$ cat src/rtl/wocfg_pkg.sv
package wocfg_pkg;
    localparam int CMD_W      = 16;
    localparam int ADDR_HI    = 15;
    localparam int ADDR_LO    = 14;
    localparam int SEL_BIT    = 13;
    localparam int RO_BIT     = 12;
    localparam int DEV_BIT    = 9;
    localparam int ERRE_BIT   = 8;
    localparam int LHM_BIT    = 7;
    localparam logic [1:0] MY_ADDR = 2'b01;

    typedef struct packed {
        logic dev;
        logic erre;
        logic lhm;
    } cfg_t;

    typedef struct packed {
        logic hit;
        logic sel_int;
        logic wr_req;
        cfg_t wr_cfg;
    } cmd_t;
endpackage

$ cat src/rtl/wocfg_decode.sv
module wocfg_decode
    import wocfg_pkg::*;
(
    input  logic             valid_i,
    input  logic [CMD_W-1:0] word_i,
    output cmd_t             cmd_o
);
    always_comb begin
        cmd_o.hit         = valid_i && (word_i[ADDR_HI:ADDR_LO] == MY_ADDR);
        cmd_o.sel_int     = word_i[SEL_BIT];
        cmd_o.wr_req      = cmd_o.hit && !word_i[RO_BIT];
        cmd_o.wr_cfg.dev  = word_i[DEV_BIT];
        cmd_o.wr_cfg.erre = word_i[ERRE_BIT];
        cmd_o.wr_cfg.lhm  = word_i[LHM_BIT];
    end
endmodule

$ cat src/rtl/wocfg_state.sv
module wocfg_state
    import wocfg_pkg::*;
#(
    parameter int FB_W = 16
) (
    input  logic            clk,
    input  logic            por_n,
    input  cmd_t            cmd_i,
    input  logic            startup_i,
    input  logic            mode_wr_i,
    input  logic            dev_clr_i,
    input  logic            test_hv_i,
    input  logic            fs_entry_i,
    input  logic [FB_W-1:0] ien_fb_i,
    input  logic [FB_W-1:0] int_fb_i,
    output cfg_t            cfg_o,
    output logic            rd_valid_o,
    output logic [FB_W-1:0] rd_data_o,
    output logic            ic_set_o,
    output logic            ic_clr_o
);
    typedef struct packed {
        logic            boot;
        logic            lock;
        cfg_t            cfg;
        logic            rd_valid;
        logic [FB_W-1:0] rd_data;
        logic            ic_set;
        logic            ic_clr;
    } state_t;

    state_t st_d, st_q;
    logic   wr_ok;

    always_comb begin
        st_d          = st_q;
        st_d.boot     = 1'b0;
        wr_ok         = cmd_i.wr_req && startup_i && !st_q.lock && !mode_wr_i;
        if (st_q.boot && test_hv_i) begin
            st_d.cfg.dev = 1'b1;
        end
        if (wr_ok) begin
            st_d.cfg  = cmd_i.wr_cfg;
        end
        if (wr_ok || mode_wr_i) begin
            st_d.lock = 1'b1;
        end
        if (dev_clr_i) begin
            st_d.cfg.dev = 1'b0;
        end
        st_d.rd_valid = cmd_i.hit;
        if (cmd_i.hit) begin
            st_d.rd_data = cmd_i.sel_int ? int_fb_i : ien_fb_i;
        end
        st_d.ic_set   = fs_entry_i && st_q.cfg.lhm;
        st_d.ic_clr   = fs_entry_i && !st_q.cfg.lhm;
    end

    always_ff @(posedge clk or negedge por_n) begin
        if (!por_n) begin
            st_q      <= '0;
            st_q.boot <= 1'b1;
        end else begin
            st_q      <= st_d;
        end
    end

    assign cfg_o      = st_q.cfg;
    assign rd_valid_o = st_q.rd_valid;
    assign rd_data_o  = st_q.rd_data;
    assign ic_set_o   = st_q.ic_set;
    assign ic_clr_o   = st_q.ic_clr;

    assert_lock_sticky_R6: assert property (@(posedge clk) disable iff (!por_n)
        st_q.lock |=> st_q.lock);
    assert_locked_stable_R6: assert property (@(posedge clk) disable iff (!por_n)
        st_q.lock |=> ($stable(cfg_o.erre) && $stable(cfg_o.lhm)));
    assert_no_write_outside_startup_R7: assert property (@(posedge clk) disable iff (!por_n)
        (!startup_i && !st_q.boot) |=> ($stable(cfg_o.erre) && $stable(cfg_o.lhm)));
    assert_mode_wr_locks_R8: assert property (@(posedge clk) disable iff (!por_n)
        mode_wr_i |=> st_q.lock);
    assert_readback_follows_R3: assert property (@(posedge clk) disable iff (!por_n)
        cmd_i.hit |=> rd_valid_o);
    assert_dev_clear_R10: assert property (@(posedge clk) disable iff (!por_n)
        dev_clr_i |=> !cfg_o.dev);
    assert_ic_pulse_R12: assert property (@(posedge clk) disable iff (!por_n)
        fs_entry_i |=> (ic_set_o == $past(cfg_o.lhm)) && (ic_clr_o != $past(cfg_o.lhm)));
    assert_ic_onehot_R12: assert property (@(posedge clk) disable iff (!por_n)
        $onehot0({ic_set_o, ic_clr_o}));
endmodule

$ cat src/rtl/wocfg_pinmux.sv
module wocfg_pinmux #(
    parameter int DIAG_W = 4
) (
    input  logic              erre_i,
    input  logic [DIAG_W-1:0] canfd_i,
    input  logic              en_req_i,
    output logic              en_o
);
    logic diag_clean;

    always_comb begin
        diag_clean = (canfd_i == '0);
        en_o       = erre_i ? diag_clean : en_req_i;
    end

    always_comb begin
        if (erre_i === 1'b1 && $countones(canfd_i) > 0) begin
            assert_en_emul_fault_R11: assert (en_o == 1'b0);
        end
    end
endmodule

$ cat src/rtl/wocfg_smr.sv
module wocfg_smr
    import wocfg_pkg::*;
#(
    parameter int FB_W   = 16,
    parameter int DIAG_W = 4
) (
    input  logic              clk,
    input  logic              por_n,
    input  logic              cmd_valid_i,
    input  logic [15:0]       cmd_word_i,
    input  logic              startup_i,
    input  logic              mode_wr_i,
    input  logic              dev_clr_i,
    input  logic              test_hv_i,
    input  logic [FB_W-1:0]   ien_fb_i,
    input  logic [FB_W-1:0]   int_fb_i,
    input  logic [DIAG_W-1:0] canfd_i,
    input  logic              en_req_i,
    input  logic              fs_entry_i,
    output logic              dev_mode_o,
    output logic              err_emul_o,
    output logic              limp_home_o,
    output logic              en_o,
    output logic              rd_valid_o,
    output logic [FB_W-1:0]   rd_data_o,
    output logic              ic_set_o,
    output logic              ic_clr_o
);
    cmd_t cmd;
    cfg_t cfg;

    wocfg_decode u_decode (
        .valid_i (cmd_valid_i),
        .word_i  (cmd_word_i),
        .cmd_o   (cmd)
    );

    wocfg_state #(.FB_W(FB_W)) u_state (
        .clk        (clk),
        .por_n      (por_n),
        .cmd_i      (cmd),
        .startup_i  (startup_i),
        .mode_wr_i  (mode_wr_i),
        .dev_clr_i  (dev_clr_i),
        .test_hv_i  (test_hv_i),
        .fs_entry_i (fs_entry_i),
        .ien_fb_i   (ien_fb_i),
        .int_fb_i   (int_fb_i),
        .cfg_o      (cfg),
        .rd_valid_o (rd_valid_o),
        .rd_data_o  (rd_data_o),
        .ic_set_o   (ic_set_o),
        .ic_clr_o   (ic_clr_o)
    );

    wocfg_pinmux #(.DIAG_W(DIAG_W)) u_pinmux (
        .erre_i   (cfg.erre),
        .canfd_i  (canfd_i),
        .en_req_i (en_req_i),
        .en_o     (en_o)
    );

    assign dev_mode_o  = cfg.dev;
    assign err_emul_o  = cfg.erre;
    assign limp_home_o = cfg.lhm;
endmodule

$ cat config.mk
export PLATFORM = sky130hd
export DESIGN_NAME = wocfg_smr
export DESIGN_NICKNAME = d
export VERILOG_FILES = /design/src/rtl/wocfg_pkg.sv /design/src/rtl/wocfg_decode.sv /design/src/rtl/wocfg_state.sv /design/src/rtl/wocfg_pinmux.sv /design/src/rtl/wocfg_smr.sv
export SDC_FILE = /design/constraint.sdc
export NUM_CORES = 1
export LEC_CHECK = 0
export ABC_AREA = 1
export BUFFER_PORTS_ARGS = -buffer_cell sky130_fd_sc_hd__clkbuf_2
export CAP_MARGIN = 20
export CORE_MARGIN = 4
export CORE_UTILIZATION = 42
export DETAILED_ROUTE_END_ITERATION = 12
export GPL_TIMING_DRIVEN = 0
export PLACE_DENSITY_LB_ADDON = 0.2
export RECOVER_POWER = 50
export SETUP_SLACK_MARGIN = 0.4
export SLEW_MARGIN = 15
export SYNTH_ARGS = -nofsm -noshare
export SYNTH_HDL_FRONTEND = slang
export SYNTH_HIERARCHICAL = 1
export SYNTH_SLANG_ARGS = --single-unit
$ cat constraint.sdc
create_clock -name clk -period 1 [get_ports clk]
set_clock_uncertainty 0.1 [all_clocks]
set_input_delay 0.2 -clock clk [delete_from_list [all_inputs] [get_ports clk]]
set_output_delay 0.2 -clock clk [all_outputs]
set_load 0.01 [all_outputs]
## Word level (Yosys, flattened, before mapping)

Cells that the tools add are included.

| cells by class | value |
|---|---|
| equality and inequality tests | 1 |
| mux-type cells | 5 |
| reductions and logical operators | 15 |

Operators with widths:

| cell | number |
|---|---|
| two-way mux 16 bit | 1 |
| logical AND 1 bit | 8 |
| logical NOT 1 bit | 4 |
| logical NOT 4 bit | 1 |
| two-way mux 1 bit | 3 |
| two-way mux 3 bit | 1 |
| nonzero test 3 bit | 1 |
| == test 2 x 1 -> 1 bit (second input constant) | 1 |
| logical OR 1 bit | 1 |

| storage, ports and cells | value |
|---|---|
| register bits after elaboration | 24 |
| output and inout port bits | 23 |
| input bits | 61 |
| word-level logic and storage cells | 30 |

## Logic depth before layout (Yosys ltp)

| logic depth | value |
|---|---|
| word-level depth | 8 |
| gate-level depth with buffers | 7 |
| gate-level depth less buffers | 7 |

## Cells and area by module

The synthesis kept the hierarchy.

By module, submodules not included:

| module | times used | cells an instance | sequential area each (um^2) | area each (um^2) |
|---|---|---|---|---|
| wocfg_state | 1 | 139 | 601.8 | 1292.5 |
| wocfg_decode | 1 | 7 | 0.0 | 47.5 |
| wocfg_pinmux | 1 | 6 | 0.0 | 23.8 |

## Least setup slack after synthesis

No wires, ideal clock.

| timing | value |
|---|---|
| path kind | in2reg |
| start | input cmd_valid_i |
| end | register u_state.st_q (netlist bit u_state/rd_data_o[0]) |
| required time | 0.772 ns |
| arrival | 0.879 ns |
| setup time | 0.128 ns |
| stages on the path | 4 |
| buffers on the path | 1 |
| slack | -0.107 ns |
| cells stage by stage | nand2_1 -> nor2_1 -> buf_4 -> a31oi_2 |

RTL lines:

| element | line | text |
|---|---|---|
| start: declaration | wocfg_smr.sv:9 | `input logic cmd_valid_i,` |
| end signal: assignment | wocfg_state.sv:64 | `st_q <= st_d;` |
| end: declaration | wocfg_state.sv:32 | `state_t st_d, st_q;` |

## Worst setup path in the final report

| timing | value |
|---|---|
| start | register u_state.st_q (netlist bit u_state/cfg_o[1]) |
| end | output en_o |

| on the way | value |
|---|---|
| longest elaborated chain between the ends | 1 |

RTL lines:

| element | line | text |
|---|---|---|
| two-way mux 1 bit | wocfg_pinmux.sv:13 | `en_o = erre_i ? diag_clean : en_req_i;` |
| end: declaration | wocfg_smr.sv:23 | `output logic en_o,` |

No other way between the ends.

==> results.ini <==
[setup_path]
reg2reg_from=u_state/st_q[22]
critical_path_peak_fanout=3
cpPeakStageDelay_ns=0.41
path_buf_inv=2
crit_slowest_cell=dfrtp_1
path_depth=4
cp-start-kind=flip-flop
path_class=flip-flop to output pin
rrSetupSlack_ns=0.01
end_kind=output pin
reg2regPathDepth=4
cp_common_cell=buf_6
worstPathCellList=buf_6, nand3_2, nand2_2, buf_6
reg2reg_to=u_state/cfg_o[0]
crit_family=flip-flops
worstPathArrival_ns=1.11
cp_data_required_time_ns=0.70

[power]
clkPwrFrac_pct=16.6
p_sw_share_pct=28.4
power_mw=3.15
cellInternalPower_mw=2.25
ir_drop_v=0.000634
power_density_nw_per_um2=1300
netSwitchingPower_mw=0.894
power_leakage_nw=1.21
pwr-share-comb_pct=45.3
pwr-share-seq_pct=38.1

[die]
start_util_pct=44.3
ios=84
die_area_um2=4220
placementRows=20
die_h_um=65.0
core_area_um2=3080
dieWidth_um=65.0

[placement]
port_buffers=70
hpwl_um=2390
gp_congestion=0.708

[logic_synthesis]
ys_warn_count=6
synth_compound_area_share_pct=12.8
synth_mux_area_share_pct=0
ys_seq_area_share_pct=44.1
synth_seq_cells=24
synth_area_leaders=dfrtp_1 42%, buf_4 13%, nand2_1 13%
avgSynthCellArea_um2=8.97
synth-simple-area-share_pct=22.9
synth_top_family_by_area=simple AND/OR/NAND/NOR gates
postSynthCellCount=152
synth.top_cell.area_share_pct=42.2
syn_area_um2=1360
syn-num-nets=213
synth_area_leader_cell=dfrtp_1
synth_fa_ha_area_share_pct=0
synthXorXnorAreaFrac_pct=0
ys_types=15

[global_routing]
grt_max_degree=25
grt_pass1_vias=1290
grt_pass1_wl_um=5320
grt_overflow=0
grt_use_total_pct=16.4
antenna_found_initial=0

[finish]
syn_to_final_growth_pct=77.7
final_common_cell=buf_6
layout_common_cells=66 x buf_6, 48 x clkbuf_2, 40 x nand2_1, 23 x dfrtp_1, 13 x nor2_4
layout-drive-gt1-share_pct=66.5
diodes=0
fin_nets=313

[timing]
timing.hold.ws_ns=-0.249
setup_violations=23
finalCritPeriodShare_pct=141
slew_violations=0
relSlewSlack_pct=60.1
worst_pin_slew_ns=0.598
setup_slack_ns=-0.415
final_hold_viol_count=28
rsz0062_at_grt=yes
fmax_ghz=0.707
period_minus_slack_ns=1.41

[clocking]
htreeDepth=1
clk_latency_ns=0.32
cts.clk_slew.worst_paths_ns=0.14
clockBufferDepth=2
cts_tree=done
cts_root_buf=clkbuf_4
cts.sinks=24
cts_made_buffers=3

[drt]
viasPerCell=4.45
drtIter0Drc=26
drc=0
wirelength_um=3660
vias=1313
drt_first_pass_iters=4
wl_per_cell_um=12.4
postRouteAntennaNets=0

[status]
status=complete, but fails checks
violations=hold timing, setup timing

[job]
cap_violations=0

[hold_path]
hold_class=primary input to asynchronous set/reset pin

## sequential cells by signal, summed over array words and instances (netlist names)
signal	flops
u_state/ic_set_o	1
u_state/rd_data_o	16
u_state/cfg_o	3
u_state/st_q	2
u_state/ic_clr_o	1
u_state/rd_valid_o	1
## layout make-up
type / instances / area [um2]
multi-input cells: 91 / 612
repair buffers: 95 / 759
plain buffers: 29 / 324
fillers: 244 / 654
well taps: 44 / 55.1
clock buffers: 4 / 36.3
inverters: 8 / 35.0
flip-flops and latches: 24 / 602
## metal layers
layer / vias to the layer above / global-route usage (%) / part of all wire, %
met4: 0 / 6.33 / 1.1
met1: 605 / 16.4 / 36
met3: 4 / 3.99 / 6.3
met5: - / 0 / 0
li1: 660 / - / -
met2: 44 / 31.9 / 56
## cell families (layout without fill, tap and decap cells)
kind of cell | count (synthesis) | count (layout)
compound gates | 17 | 17
buf+inv | 37 | 136
flops | 24 | 24
other cells | 1 | 1
simple gates | 73 | 73
## per-stage QoR
stage	util [%]	cells	setup WS, ns	setup TNS (ns)	instance area (um2)
5_1_grt	78.7	295	-0.463	-6.91	2420
3_3_place_gp	61.7	266	-0.171	-2.72	1900
3_5_place_dp	61.7	266	-0.202	-3.04	1900
6_report	78.7	295	-0.415	-5.87	2420
2_1_floorplan	-	152	0.0597	0	1490
4_1_cts	73.7	284	-0.415	-6.10	2270
## synth_stat cells
cell      n
buf_4    24
inv_6     1
a31oi_1   5
inv_1     7
dfstp_2   1
a31oi_2  11
a21oi_1   1
dfrtp_1  23
nor3_2    1
buf_6     5
nor2_2   11
nand3_1   4
conb_1    1
nor2_1   11
nand2_1  46
## worst max path at each step
stage	start	slack [ns]	to
after detailed placement	cmd_valid_i	-0.20	u_state/rd_data_o[12]
after floorplan	u_state/cfg_o[1]	0.06	en_o
after CTS	u_state/cfg_o[1]	-0.42	en_o
final	u_state/cfg_o[1]	-0.41	en_o
after global routing	u_state/cfg_o[1]	-0.46	en_o
after global placement	cmd_valid_i	-0.17	u_state/rd_data_o[6]
## what timing repair did
| action | in CTS | in global routing |
|---|---|---|
| gates resized for setup | 45 | 23 |
| pin swaps | 3 | 6 |
| hold endpoints to repair | 31 | 25 |
| setup endpoints to repair | 45 | 45 |
| gates cloned | 1 | 0 |
| buffers inserted | 13 | 11 |
## worst register-to-register path, delay by kind of cell (launching register included)
family           cells  cell delay (ns)
flip-flops           1             0.42
AND/OR/NAND/NOR      4             0.37
## power groups by stage
stage               Combinational (mW)  Clock, mW  Sequential, mW
floorplan                        0.599          0            1.21
global placement                 0.870          0            1.22
detailed placement               0.884          0            1.22
CTS                               1.29      0.539            1.20
global route                      1.54      0.566            1.21
finish                            1.42      0.522            1.20
(Power assumes the default switching activity.)
